`src/rtl/cpwm_pkg.sv`:
```
package cpwm_pkg;
    typedef enum logic [1:0] {
        ST_IDLE   = 2'd0,
        ST_RUN    = 2'd1,
        ST_FROZEN = 2'd2
    } tmr_state_e;

    localparam logic [2:0] A_INIT = 3'd0;
    localparam logic [2:0] A_MOD  = 3'd1;
    localparam logic [2:0] A_CMP  = 3'd2;
    localparam logic [2:0] A_MASK = 3'd3;
    localparam logic [2:0] A_DEAD = 3'd4;
    localparam logic [2:0] A_DBG  = 3'd5;
    localparam logic [2:0] A_SYNC = 3'd6;

    localparam logic [1:0] DBG_RUN  = 2'b11;
    localparam logic [1:0] DBG_HOLD = 2'b00;
endpackage

```
`src/rtl/cpwm_regs.sv`:
```
module cpwm_regs
    import cpwm_pkg::*;
#(
    parameter int CW      = 16,
    parameter int DCW     = 8,
    parameter int RST_MOD = 9
) (
    input  logic           clk,
    input  logic           rst_n,
    input  logic           wr_en,
    input  logic [2:0]     wr_addr,
    input  logic [CW-1:0]  wr_data,
    input  logic           at_wrap,
    output logic [CW-1:0]  init_val,
    output logic [CW-1:0]  mod_act,
    output logic [CW-1:0]  cmp_act,
    output logic [1:0]     mask_act,
    output logic [DCW-1:0] dead_cfg,
    output logic [1:0]     dbg_mode
);
    logic [CW-1:0] mod_buf, cmp_buf;
    logic [1:0]    mask_buf;
    logic          sync_pend;
    logic          sync_wr;
    logic          do_load;

    assign sync_wr = wr_en && (wr_addr == A_SYNC) && wr_data[0];
    assign do_load = at_wrap && sync_pend;

    always_ff @(posedge clk or negedge rst_n) begin
        if (!rst_n) begin
            init_val <= '0;
            mod_buf  <= CW'(RST_MOD);
            cmp_buf  <= '0;
            mask_buf <= '0;
            dead_cfg <= '0;
            dbg_mode <= DBG_HOLD;
        end else if (wr_en) begin
            unique case (wr_addr)
                A_INIT:  init_val <= wr_data;
                A_MOD:   mod_buf  <= wr_data;
                A_CMP:   cmp_buf  <= wr_data;
                A_MASK:  mask_buf <= wr_data[1:0];
                A_DEAD:  dead_cfg <= wr_data[DCW-1:0];
                A_DBG:   dbg_mode <= wr_data[1:0];
                default: ;
            endcase
        end
    end

    always_ff @(posedge clk or negedge rst_n) begin
        if (!rst_n) begin
            mod_act   <= CW'(RST_MOD);
            cmp_act   <= '0;
            mask_act  <= '0;
            sync_pend <= 1'b0;
        end else begin
            if (do_load) begin
                mod_act   <= mod_buf;
                cmp_act   <= cmp_buf;
                mask_act  <= mask_buf;
                sync_pend <= 1'b0;
            end
            if (sync_wr) sync_pend <= 1'b1;
        end
    end

    AST_SYNC_SELF_CLEAR: assert property (@(posedge clk) disable iff (!rst_n)
        (do_load && !sync_wr) |=> !sync_pend);
    AST_NO_LOAD_WITHOUT_SYNC: assert property (@(posedge clk) disable iff (!rst_n)
        !do_load |=> ($stable(cmp_act) && $stable(mod_act) && $stable(mask_act)));
endmodule

```
`src/rtl/cpwm_seq.sv`:
```
module cpwm_seq
    import cpwm_pkg::*;
#(
    parameter int CW = 16
) (
    input  logic          clk,
    input  logic          rst_n,
    input  logic          tick,
    input  logic          tmr_en,
    input  logic          halt,
    input  logic [CW-1:0] init_val,
    input  logic [CW-1:0] mod_act,
    input  logic [CW-1:0] cmp_act,
    output logic [CW-1:0] cnt_q,
    output logic          raw_pwm,
    output logic          at_wrap,
    output logic          cmp_hit
);
    tmr_state_e st_q, st_d;
    logic       adv;

    always_ff @(posedge clk or negedge rst_n) begin
        if (!rst_n) st_q <= ST_IDLE;
        else        st_q <= st_d;
    end

    always_comb begin
        st_d = st_q;
        unique case (st_q)
            ST_IDLE:   if (tick && tmr_en) st_d = ST_RUN;
            ST_RUN:    if (!tmr_en) st_d = ST_IDLE;
                       else if (halt) st_d = ST_FROZEN;
            ST_FROZEN: if (!tmr_en) st_d = ST_IDLE;
                       else if (!halt) st_d = ST_RUN;
            default:   st_d = ST_IDLE;
        endcase
    end

    assign adv = (st_q == ST_RUN) && tmr_en && tick && !halt;

    always_ff @(posedge clk or negedge rst_n) begin
        if (!rst_n) begin
            cnt_q <= '0;
        end else if (st_q == ST_IDLE || !tmr_en) begin
            cnt_q <= init_val;
        end else if (adv) begin
            cnt_q <= (cnt_q == mod_act) ? init_val : cnt_q + 1'b1;
        end
    end

    always_comb begin
        raw_pwm = (st_q != ST_IDLE) && (cnt_q < cmp_act);
        at_wrap = adv && (cnt_q == mod_act);
        cmp_hit = adv && (cnt_q == cmp_act);
    end

    AST_WRAP_TO_INIT: assert property (@(posedge clk) disable iff (!rst_n)
        at_wrap |=> (cnt_q == $past(init_val)));
    AST_STEP_ONE: assert property (@(posedge clk) disable iff (!rst_n)
        (adv && cnt_q != mod_act) |=> (cnt_q == CW'($past(cnt_q) + 1'b1)));
    AST_FROZEN_HOLD: assert property (@(posedge clk) disable iff (!rst_n)
        (st_q == ST_FROZEN && tmr_en) |=> $stable(cnt_q));
endmodule

```
`src/rtl/cpwm_deadband.sv`:
```
module cpwm_deadband #(
    parameter int DT_BITS = 6
) (
    input  logic               clk,
    input  logic               rst_n,
    input  logic               tick,
    input  logic               raw,
    input  logic [DT_BITS+1:0] dead_cfg,
    output logic               hi_q,
    output logic               lo_q
);
    localparam int LW = DT_BITS + 4;

    logic [LW-1:0] base, dt_len, dly;
    logic          prev;

    assign base = LW'(dead_cfg[DT_BITS-1:0]);

    always_comb begin
        unique case (dead_cfg[DT_BITS+1:DT_BITS])
            2'b10:   dt_len = base << 2;
            2'b11:   dt_len = base << 4;
            default: dt_len = base;
        endcase
    end

    always_ff @(posedge clk or negedge rst_n) begin
        if (!rst_n) begin
            prev <= 1'b0;
            hi_q <= 1'b0;
            lo_q <= 1'b0;
            dly  <= '0;
        end else if (tick) begin
            if (raw != prev) begin
                prev <= raw;
                if (dt_len == '0) begin
                    hi_q <= raw;
                    lo_q <= !raw;
                    dly  <= '0;
                end else begin
                    hi_q <= 1'b0;
                    lo_q <= 1'b0;
                    dly  <= dt_len - 1'b1;
                end
            end else if (dly != '0) begin
                dly <= dly - 1'b1;
            end else begin
                hi_q <= prev;
                lo_q <= !prev;
            end
        end
    end

    AST_GAP_BEFORE_HI: assert property (@(posedge clk) disable iff (!rst_n)
        ($rose(hi_q) && $past(dt_len) != '0) |-> !$past(lo_q));
    AST_GAP_BEFORE_LO: assert property (@(posedge clk) disable iff (!rst_n)
        ($rose(lo_q) && $past(dt_len) != '0) |-> !$past(hi_q));
endmodule

```
`src/rtl/cpwm_pair.sv`:
```
module cpwm_pair
    import cpwm_pkg::*;
#(
    parameter int CW      = 16,
    parameter int DT_BITS = 6,
    parameter int RST_MOD = 9
) (
    input  logic          clk,
    input  logic          rst_n,
    input  logic          clk_en,
    input  logic          tmr_en,
    input  logic          dbg_req,
    input  logic          wr_en,
    input  logic [2:0]    wr_addr,
    input  logic [CW-1:0] wr_data,
    output logic          out_hi,
    output logic          out_lo,
    output logic          cmp_hit
);
    localparam int DCW = DT_BITS + 2;

    logic [CW-1:0]  init_val, mod_act, cmp_act, cnt_q;
    logic [1:0]     mask_act, dbg_mode;
    logic [DCW-1:0] dead_cfg;
    logic           at_wrap, raw_pwm, halt, force_safe, hi_q, lo_q;

    assign halt       = dbg_req && (dbg_mode != DBG_RUN);
    assign force_safe = halt && (dbg_mode != DBG_HOLD);

    cpwm_regs #(.CW(CW), .DCW(DCW), .RST_MOD(RST_MOD)) u_regs (
        .clk(clk), .rst_n(rst_n), .wr_en(wr_en), .wr_addr(wr_addr),
        .wr_data(wr_data), .at_wrap(at_wrap), .init_val(init_val),
        .mod_act(mod_act), .cmp_act(cmp_act), .mask_act(mask_act),
        .dead_cfg(dead_cfg), .dbg_mode(dbg_mode)
    );

    cpwm_seq #(.CW(CW)) u_seq (
        .clk(clk), .rst_n(rst_n), .tick(clk_en), .tmr_en(tmr_en),
        .halt(halt), .init_val(init_val), .mod_act(mod_act),
        .cmp_act(cmp_act), .cnt_q(cnt_q), .raw_pwm(raw_pwm),
        .at_wrap(at_wrap), .cmp_hit(cmp_hit)
    );

    cpwm_deadband #(.DT_BITS(DT_BITS)) u_dead (
        .clk(clk), .rst_n(rst_n), .tick(clk_en && !halt), .raw(raw_pwm),
        .dead_cfg(dead_cfg), .hi_q(hi_q), .lo_q(lo_q)
    );

    always_comb begin
        out_hi = hi_q && !mask_act[0] && !force_safe;
        out_lo = lo_q && !mask_act[1] && !force_safe;
    end

    AST_PAIR_EXCLUSIVE: assert property (@(posedge clk) disable iff (!rst_n)
        !(out_hi && out_lo));
    AST_FORCE_LOW: assert property (@(posedge clk) disable iff (!rst_n)
        (dbg_req && dbg_mode[0] != dbg_mode[1]) |-> (!out_hi && !out_lo));
endmodule

```
`config.mk`:
```
export PLATFORM = sky130hd
export DESIGN_NAME = cpwm_pair
export DESIGN_NICKNAME = d
export VERILOG_FILES = /design/src/rtl/cpwm_pkg.sv /design/src/rtl/cpwm_regs.sv /design/src/rtl/cpwm_seq.sv /design/src/rtl/cpwm_deadband.sv /design/src/rtl/cpwm_pair.sv
export SDC_FILE = /design/constraint.sdc
export NUM_CORES = 1
export LEC_CHECK = 0
export BUFFER_PORTS_ARGS = -buffer_cell sky130_fd_sc_hd__buf_2
export CAP_MARGIN = 40
export CORE_MARGIN = 1
export CORE_UTILIZATION = 45
export CTS_BUF_LIST = sky130_fd_sc_hd__clkbuf_2 sky130_fd_sc_hd__clkbuf_4 sky130_fd_sc_hd__clkbuf_8
export DETAILED_ROUTE_END_ITERATION = 12
export PLACE_DENSITY = 0.59
export SLEW_MARGIN = 40
export SYNTH_ARGS = -nofsm -noshare
export SYNTH_HDL_FRONTEND = slang
export SYNTH_SLANG_ARGS = --single-unit
```
`constraint.sdc`:
```
create_clock -name clk -period 2.9 [get_ports clk]
set_clock_uncertainty 0.1 [all_clocks]
set_input_delay 0.145 -clock clk [delete_from_list [all_inputs] [get_ports clk]]
set_output_delay 0.145 -clock clk [all_outputs]
set_load 0.005 [all_outputs]
```
==> results.cfg, run 1 <==
[synthesis]
synth_edf_count = 0
synth-compound-area-share_pct = 12.6
ys_seq_area_share_pct = 45.9
ys.flop_type = dfrtp_1
netlist_instances = 616
yosysUniqueCellTypes = 76
synthSimpleGateAreaFrac_pct = 13.2
synthAdderAreaFrac_pct = 3.45
synth_top_family_by_area = multiplexers
synth-xor-area-share_pct = 2.80
yosys_warnings = 0
syn_avg_cell_area_um2 = 11.2
synthesis.area_um2 = 6890
yosys-mux-area-fraction_pct = 17.8
syn-num-nets = 660
synth_seq_cells = 126
synthArstFlopShare_pct = 100

[clocking]
clk_latency_ps = 430
cts-resized-gates = 0
cts_tree = done
cts-buffers-inserted = 17
htree_levels = 4
cts_buffer_depth = 2
cts.sinks = 126
clk_pin_slew_ps = 80
cts-root-buf = clkbuf_8

[floorplan]
ios = 28
die_h_um = 126
fp.dieW_um = 126
core_um2 = 14800
start_util_pct = 46.7
die-area_um2 = 15800
rows = 44

[cells_and_area]
diodes = 0
fin_nets = 721
seq_area_um2 = 3160
fillCellCount = 1356
layout-drive-gt1-share_pct = 30.2
multi_input_area_um2 = 3440
area_growth_pct = 15.1

[global_route]
grt_pass1_wl_um = 26700
grt.total_usage_pct = 21.8
antenna_found_initial = 0
grt_remaining_overflow = 0
grt_pass1_vias = 5120
grt_max_degree = 58

[placement]
dpl.hpwl_um = 11400
place.gp.congestion = 0.873
io_buffers = 27
place_ws_ps = 165

[detailed_routing]
via_per_inst = 5.74
wl_per_cell_um = 18.4
wl_um = 16100
via_count = 5010
drc = 0
antenna_left = 0
drt_iter0_markers = 298
firstDrtPassIters = 5

[flow_run]
cap_violations = 0

[setup_path]
worstSetupStartpointType = flop
critPathKind = flop to flop
critPathCaptureType = flop
worstPathArrival_ps = 3020
critPathMaxFanout = 6
required_ps = 3150
rrSetupSlack_ps = 130

[outcome]
outcome = finished clean

[sta]
max_freq_ghz = 0.361
worst_pin_slew_ps = 731
min_period_ps = 2770
setup_ws_ps = 129
rsz0062_at_grt = false
report.final.slew_viol_count = 0
max_slew_margin_pct = 51.0
finalSetupTns_ps = 0
finalSetupViolations = 0
hold_violations = 0
fin_crit_sh_pct = 95.5

[hold_path]
min_path_type = input port to flop

[pwr]
vdd_drop_max_mv = 0.383
switching_share_pct = 33.9
intPower_mw = 3.69
leakagePower_nw = 3.44
seq_power_share_pct = 44.3
p_sw_mw = 1.90
pwr-share-clk_pct = 28.3
p_per_area_nw_per_um2 = 705
combPwrFrac_pct = 27.4
[Yosys cell counts (13+ instances only)]
cell type  number  share of area, %
nand2_1        33               1.8
o21ai_0        19               1.4
mux2i_1        13               1.9
ha_1           19               3.5
a21oi_1        25               1.8
mux2_2         96                16
dfrtp_1       122                44
nand3_1        15               1.1
inv_1          35               1.9
clkbuf_1       17              0.93
xor2_1         19               2.4
nor2_1         29               1.6
[cells by family after synthesis]
logic type / count (synthesis)
buffers and inverters: 66
flip-flops: 126
multiplexers: 110
adder cells (fa/ha/maj): 19
XOR/XNOR: 22
AO/OA/AOI/OAI: 118
AND/OR/NAND/NOR: 155
[per-layer routing]
metal  vias up  part of all wire (%)  global-route usage [%]
met5         -                     0                       0
met4         0                   1.7                    7.03
met3        19                   2.7                    4.84
met2        81                    51                    37.7
met1      2512                    44                    26.9
li1       2398                     -                       -
[final cells by class]
cell class	count	area share, %
Sequential cell	126	39.9
Multi-Input combinational cell	424	43.4
Inverter	35	1.66
Tap cell	184	2.91
Timing Repair Buffer	73	7.00
Clock inverter	13	2.10
Clock buffer	18	3.05
[registers in the layout, summed over array words and instances (netlist names), 8 cells and up]
register and flops:
u_regs.cmp_act 16, u_regs.cmp_buf 16, u_regs.init_val 16, u_regs.mod_act 16, u_regs.mod_buf 16, u_seq.cnt_q 16, u_dead.dly 10, u_regs.dead_cfg 8
[critical path: stages, from the launching register on]
cell and delay [ps]:
dfrtp_1 460, ha_1 330, nand2_1 140, o21ai_0 470, a2bb2oi_1 150, buf_4 180
a31oi_2 370, o21ai_1 240, o221ai_1 240
[what timing repair did]
item / 4_1_cts / 5_1_grt
hold buffers: 22 / 0
endpoints found under the hold margin: 111 / 0
setup buffers: 0 / 0
[power groups by stage]
stage               combinational [mW]  clock, mW  sequential (mW)
floorplan                         1.22          0             2.33
global placement                  1.48          0             2.48
detailed placement                1.51          0             2.50
CTS                               1.55       1.63             2.47
global route                      1.70       1.72             2.54
finish                            1.53       1.58             2.47
[worst paths after layout]
kind / from / end / cells after the start
min in group asynchronous: rst_n / u_regs.dead_cfg[4]$_DFFE_PN0P_ / 2
max: u_seq.cnt_q[7]$_DFFE_PN0P_ / u_dead.dly[4]$_DFFE_PN0P_ / 8
max reg2reg: u_seq.cnt_q[7]$_DFFE_PN0P_ / u_dead.dly[4]$_DFFE_PN0P_ / 8
max in group asynchronous: rst_n / u_regs.mod_buf[0]$_DFFE_PN1P_ / 3
min: wr_en / u_regs.mask_buf[0]$_DFFE_PN0P_ / 3
min reg2reg: u_regs.mask_act[0]$_DFFE_PN0P_ / u_regs.mask_act[0]$_DFFE_PN0P_ / 1
[stage by stage]
| stage | hold slack (ps) | util [%] | total power [mW] | cell area (µm²) | std cells |
|---|---|---|---|---|---|
| floorplan | -251 | - | 3.55 | 6890 | 616 |
| global placement | 155 | 49.4 | 3.96 | 7290 | 820 |
| detailed placement | 166 | 49.4 | 4.01 | 7290 | 820 |
| CTS | 27.1 | 53.7 | 5.64 | 7920 | 873 |
| global route | 55.6 | 53.7 | 5.96 | 7920 | 873 |
| finish | 43.8 | 53.7 | 5.59 | 7920 | 873 |
[cell usage in the layout (no fill, tap or decap), types with 5 or more instances in the layout]
master,instances
mux2_2,96
ha_1,19
o22ai_1,10
nand2b_1,6
a31oi_1,7
nand3_1,15
nor4_1,9
o21ai_0,19
nand4_1,9
nor2_1,29
nand2_1,33
mux2i_1,13
xor2_1,19
buf_4,23
inv_1,35
o31ai_1,10
dlygate4sd3_1,22
o221ai_1,5
buf_2,26
nor3_1,9
a21oi_1,25
clkbuf_8,17
dfrtp_1,122
Power figures use the tool's default switching activity.
==> run 2, diff against run 1 <==
- CORE_ASPECT_RATIO: not set -> 0.5
- SLEW_MARGIN: 40 -> 20
==> run 2 against run 1 <==
Against the previous run:
- critical endpoint is now u_dead.dly[2]$_DFFE_PN0P_
- cell count rose by 1.1%
- combinational power barely moved
- total power rose by 1.7%
- die area rose by 0.20%
- maximum frequency rose by 2.7%
- flip-flop and latch count did not move
- sequential power barely moved
- register-to-register slack improved by 70 ps
==> results.cfg, run 2 (synthesis results as in run 1) <==
[placement]
place_ws_ps = 253
place.gp.congestion = 0.940
dpl.hpwl_um = 10800
dp.cells = 829
io_buffers = 27

[global_route]
grt.total_usage_pct = 21.2
antenna_found_initial = 0
grt_remaining_overflow = 0
grt_pass1_wl_um = 25400
grt_max_degree = 52
grt_pass1_vias = 4718

[cells_and_area]
instances_no_fill = 883
final_common_cell = dfrtp_1
layout-drive-gt1-share_pct = 29.8
final_cell_mix = dfrtp_1, mux2_2, inv_1, nand2_1, nor2_1
area_growth_pct = 15.1
fillCellCount = 1281
fin_nets = 716
diodes = 0

[setup_path]
required_ps = 3130
reg2reg_from = u_seq.cnt_q[13]$_DFFE_PN0P_
r2r-end = u_dead.dly[2]$_DFFE_PN0P_
reg2regPathDepth = 7
critPathMaxFanout = 10
rrSetupSlack_ps = 200
critPathCapture = u_dead.dly[2]$_DFFE_PN0P_
critPathCaptureType = flop
crit_path_start = u_seq.cnt_q[13]$_DFFE_PN0P_
worstSetupStartpointType = flop
critPathKind = flop to flop
worstPathArrival_ps = 2930

[sta]
worst_pin_slew_ps = 729
max_freq_ghz = 0.371
max_slew_margin_pct = 51.1
rsz0062_at_grt = false
setup_ws_ps = 203
finalSetupTns_ps = 0
hold_violations = 0
fin_crit_sh_pct = 93.0
report.final.slew_viol_count = 0
min_period_ps = 2700
finalSetupViolations = 0

[clocking]
cts-buffers-inserted = 17
htree_levels = 4
clk_pin_slew_ps = 90
holdBufCountCts = 22
cts_buffer_depth = 2
post-cts-setup-buffers = 0
cts_tree = done
cts-root-buf = clkbuf_8
cts-resized-gates = 0
clk_latency_ps = 450
cts.sinks = 126

[floorplan]
rows = 31
start_util_pct = 46.8
fp.dieW_um = 177
die_h_um = 89.5
core_um2 = 14700
ios = 28
die-area_um2 = 15800

[hold_path]
min_path_type = input port to flop

[detailed_routing]
drt_iter0_markers = 346
via_per_inst = 5.61
drc = 0
wl_um = 15500
via_count = 4955
firstDrtPassIters = 5
wl_per_cell_um = 17.6
antenna_left = 0

[pwr]
leakagePower_nw = 3.43
p_per_area_nw_per_um2 = 717
vdd_drop_max_mv = 0.302

[outcome]
outcome = finished clean

[flow_run]
cap_violations = 0
## run 2: area by class of cell
class	count	area [µm²]	area share, %
Timing Repair Buffer	68	513	6.47
Multi-Input combinational cell	424	3440	43.4
Sequential cell	126	3160	39.8
Inverter	35	131	1.66
Clock buffer	17	234	2.95
Clock inverter	15	200	2.53
Tap cell	198	248	3.13
## run 2: through the flow
step                      util, %  area (µm²)  power, mW  hold WS, ps
after floorplan                 -        6890       3.55         -251
final                        53.9        7930       5.68         42.7
after CTS                    53.9        7930       5.72         15.8
after detailed placement     49.5        7270       3.98         87.1
after global placement       49.5        7270       3.95         78.7
after global routing         53.9        7930       6.04         40.1
## run 2: worst min-delay path by stage
| stage | startpoint | to | slack (ps) | cells after the start |
|---|---|---|---|---|
| 2_1_floorplan | rst_n | u_dead.dly[0]$_DFFE_PN0P_ | -250 | 0 |
| 3_3_place_gp | rst_n | u_regs.dead_cfg[6]$_DFFE_PN0P_ | 80 | 1 |
| 3_5_place_dp | rst_n | u_regs.dead_cfg[7]$_DFFE_PN0P_ | 90 | 1 |
| 4_1_cts | wr_en | u_regs.mask_buf[0]$_DFFE_PN0P_ | 20 | 3 |
| 5_1_grt | wr_en | u_regs.dbg_mode[0]$_DFFE_PN0P_ | 40 | 3 |
| 6_report | wr_en | u_regs.mask_buf[0]$_DFFE_PN0P_ | 40 | 3 |
## run 2: critical path: stages, from the launching register on
cell and delay [ps]:
dfrtp_1 470, ha_1 360, a21oi_1 160, nor2_1 100
a2111o_4 430, o31ai_4 500, o311ai_1 190, a32o_1 280
## run 2: metal layers
layer | GRT usage [%] | vias up | part of all wire [%]
met1 | 30.2 | 2492 | 52
li1 | - | 2386 | -
met5 | 0 | - | 0
met2 | 32.7 | 68 | 45
met3 | 4.72 | 9 | 3.3
met4 | 5.88 | 0 | 0.60
## run 2: where the power goes
group	total, mW	internal, mW	switching, mW	leakage (nW)
logic	1.50	0.731	0.771	1.64
clock network	1.70	0.883	0.820	0.214
registers	2.47	2.09	0.384	1.57
total	5.68	3.71	1.98	3.43
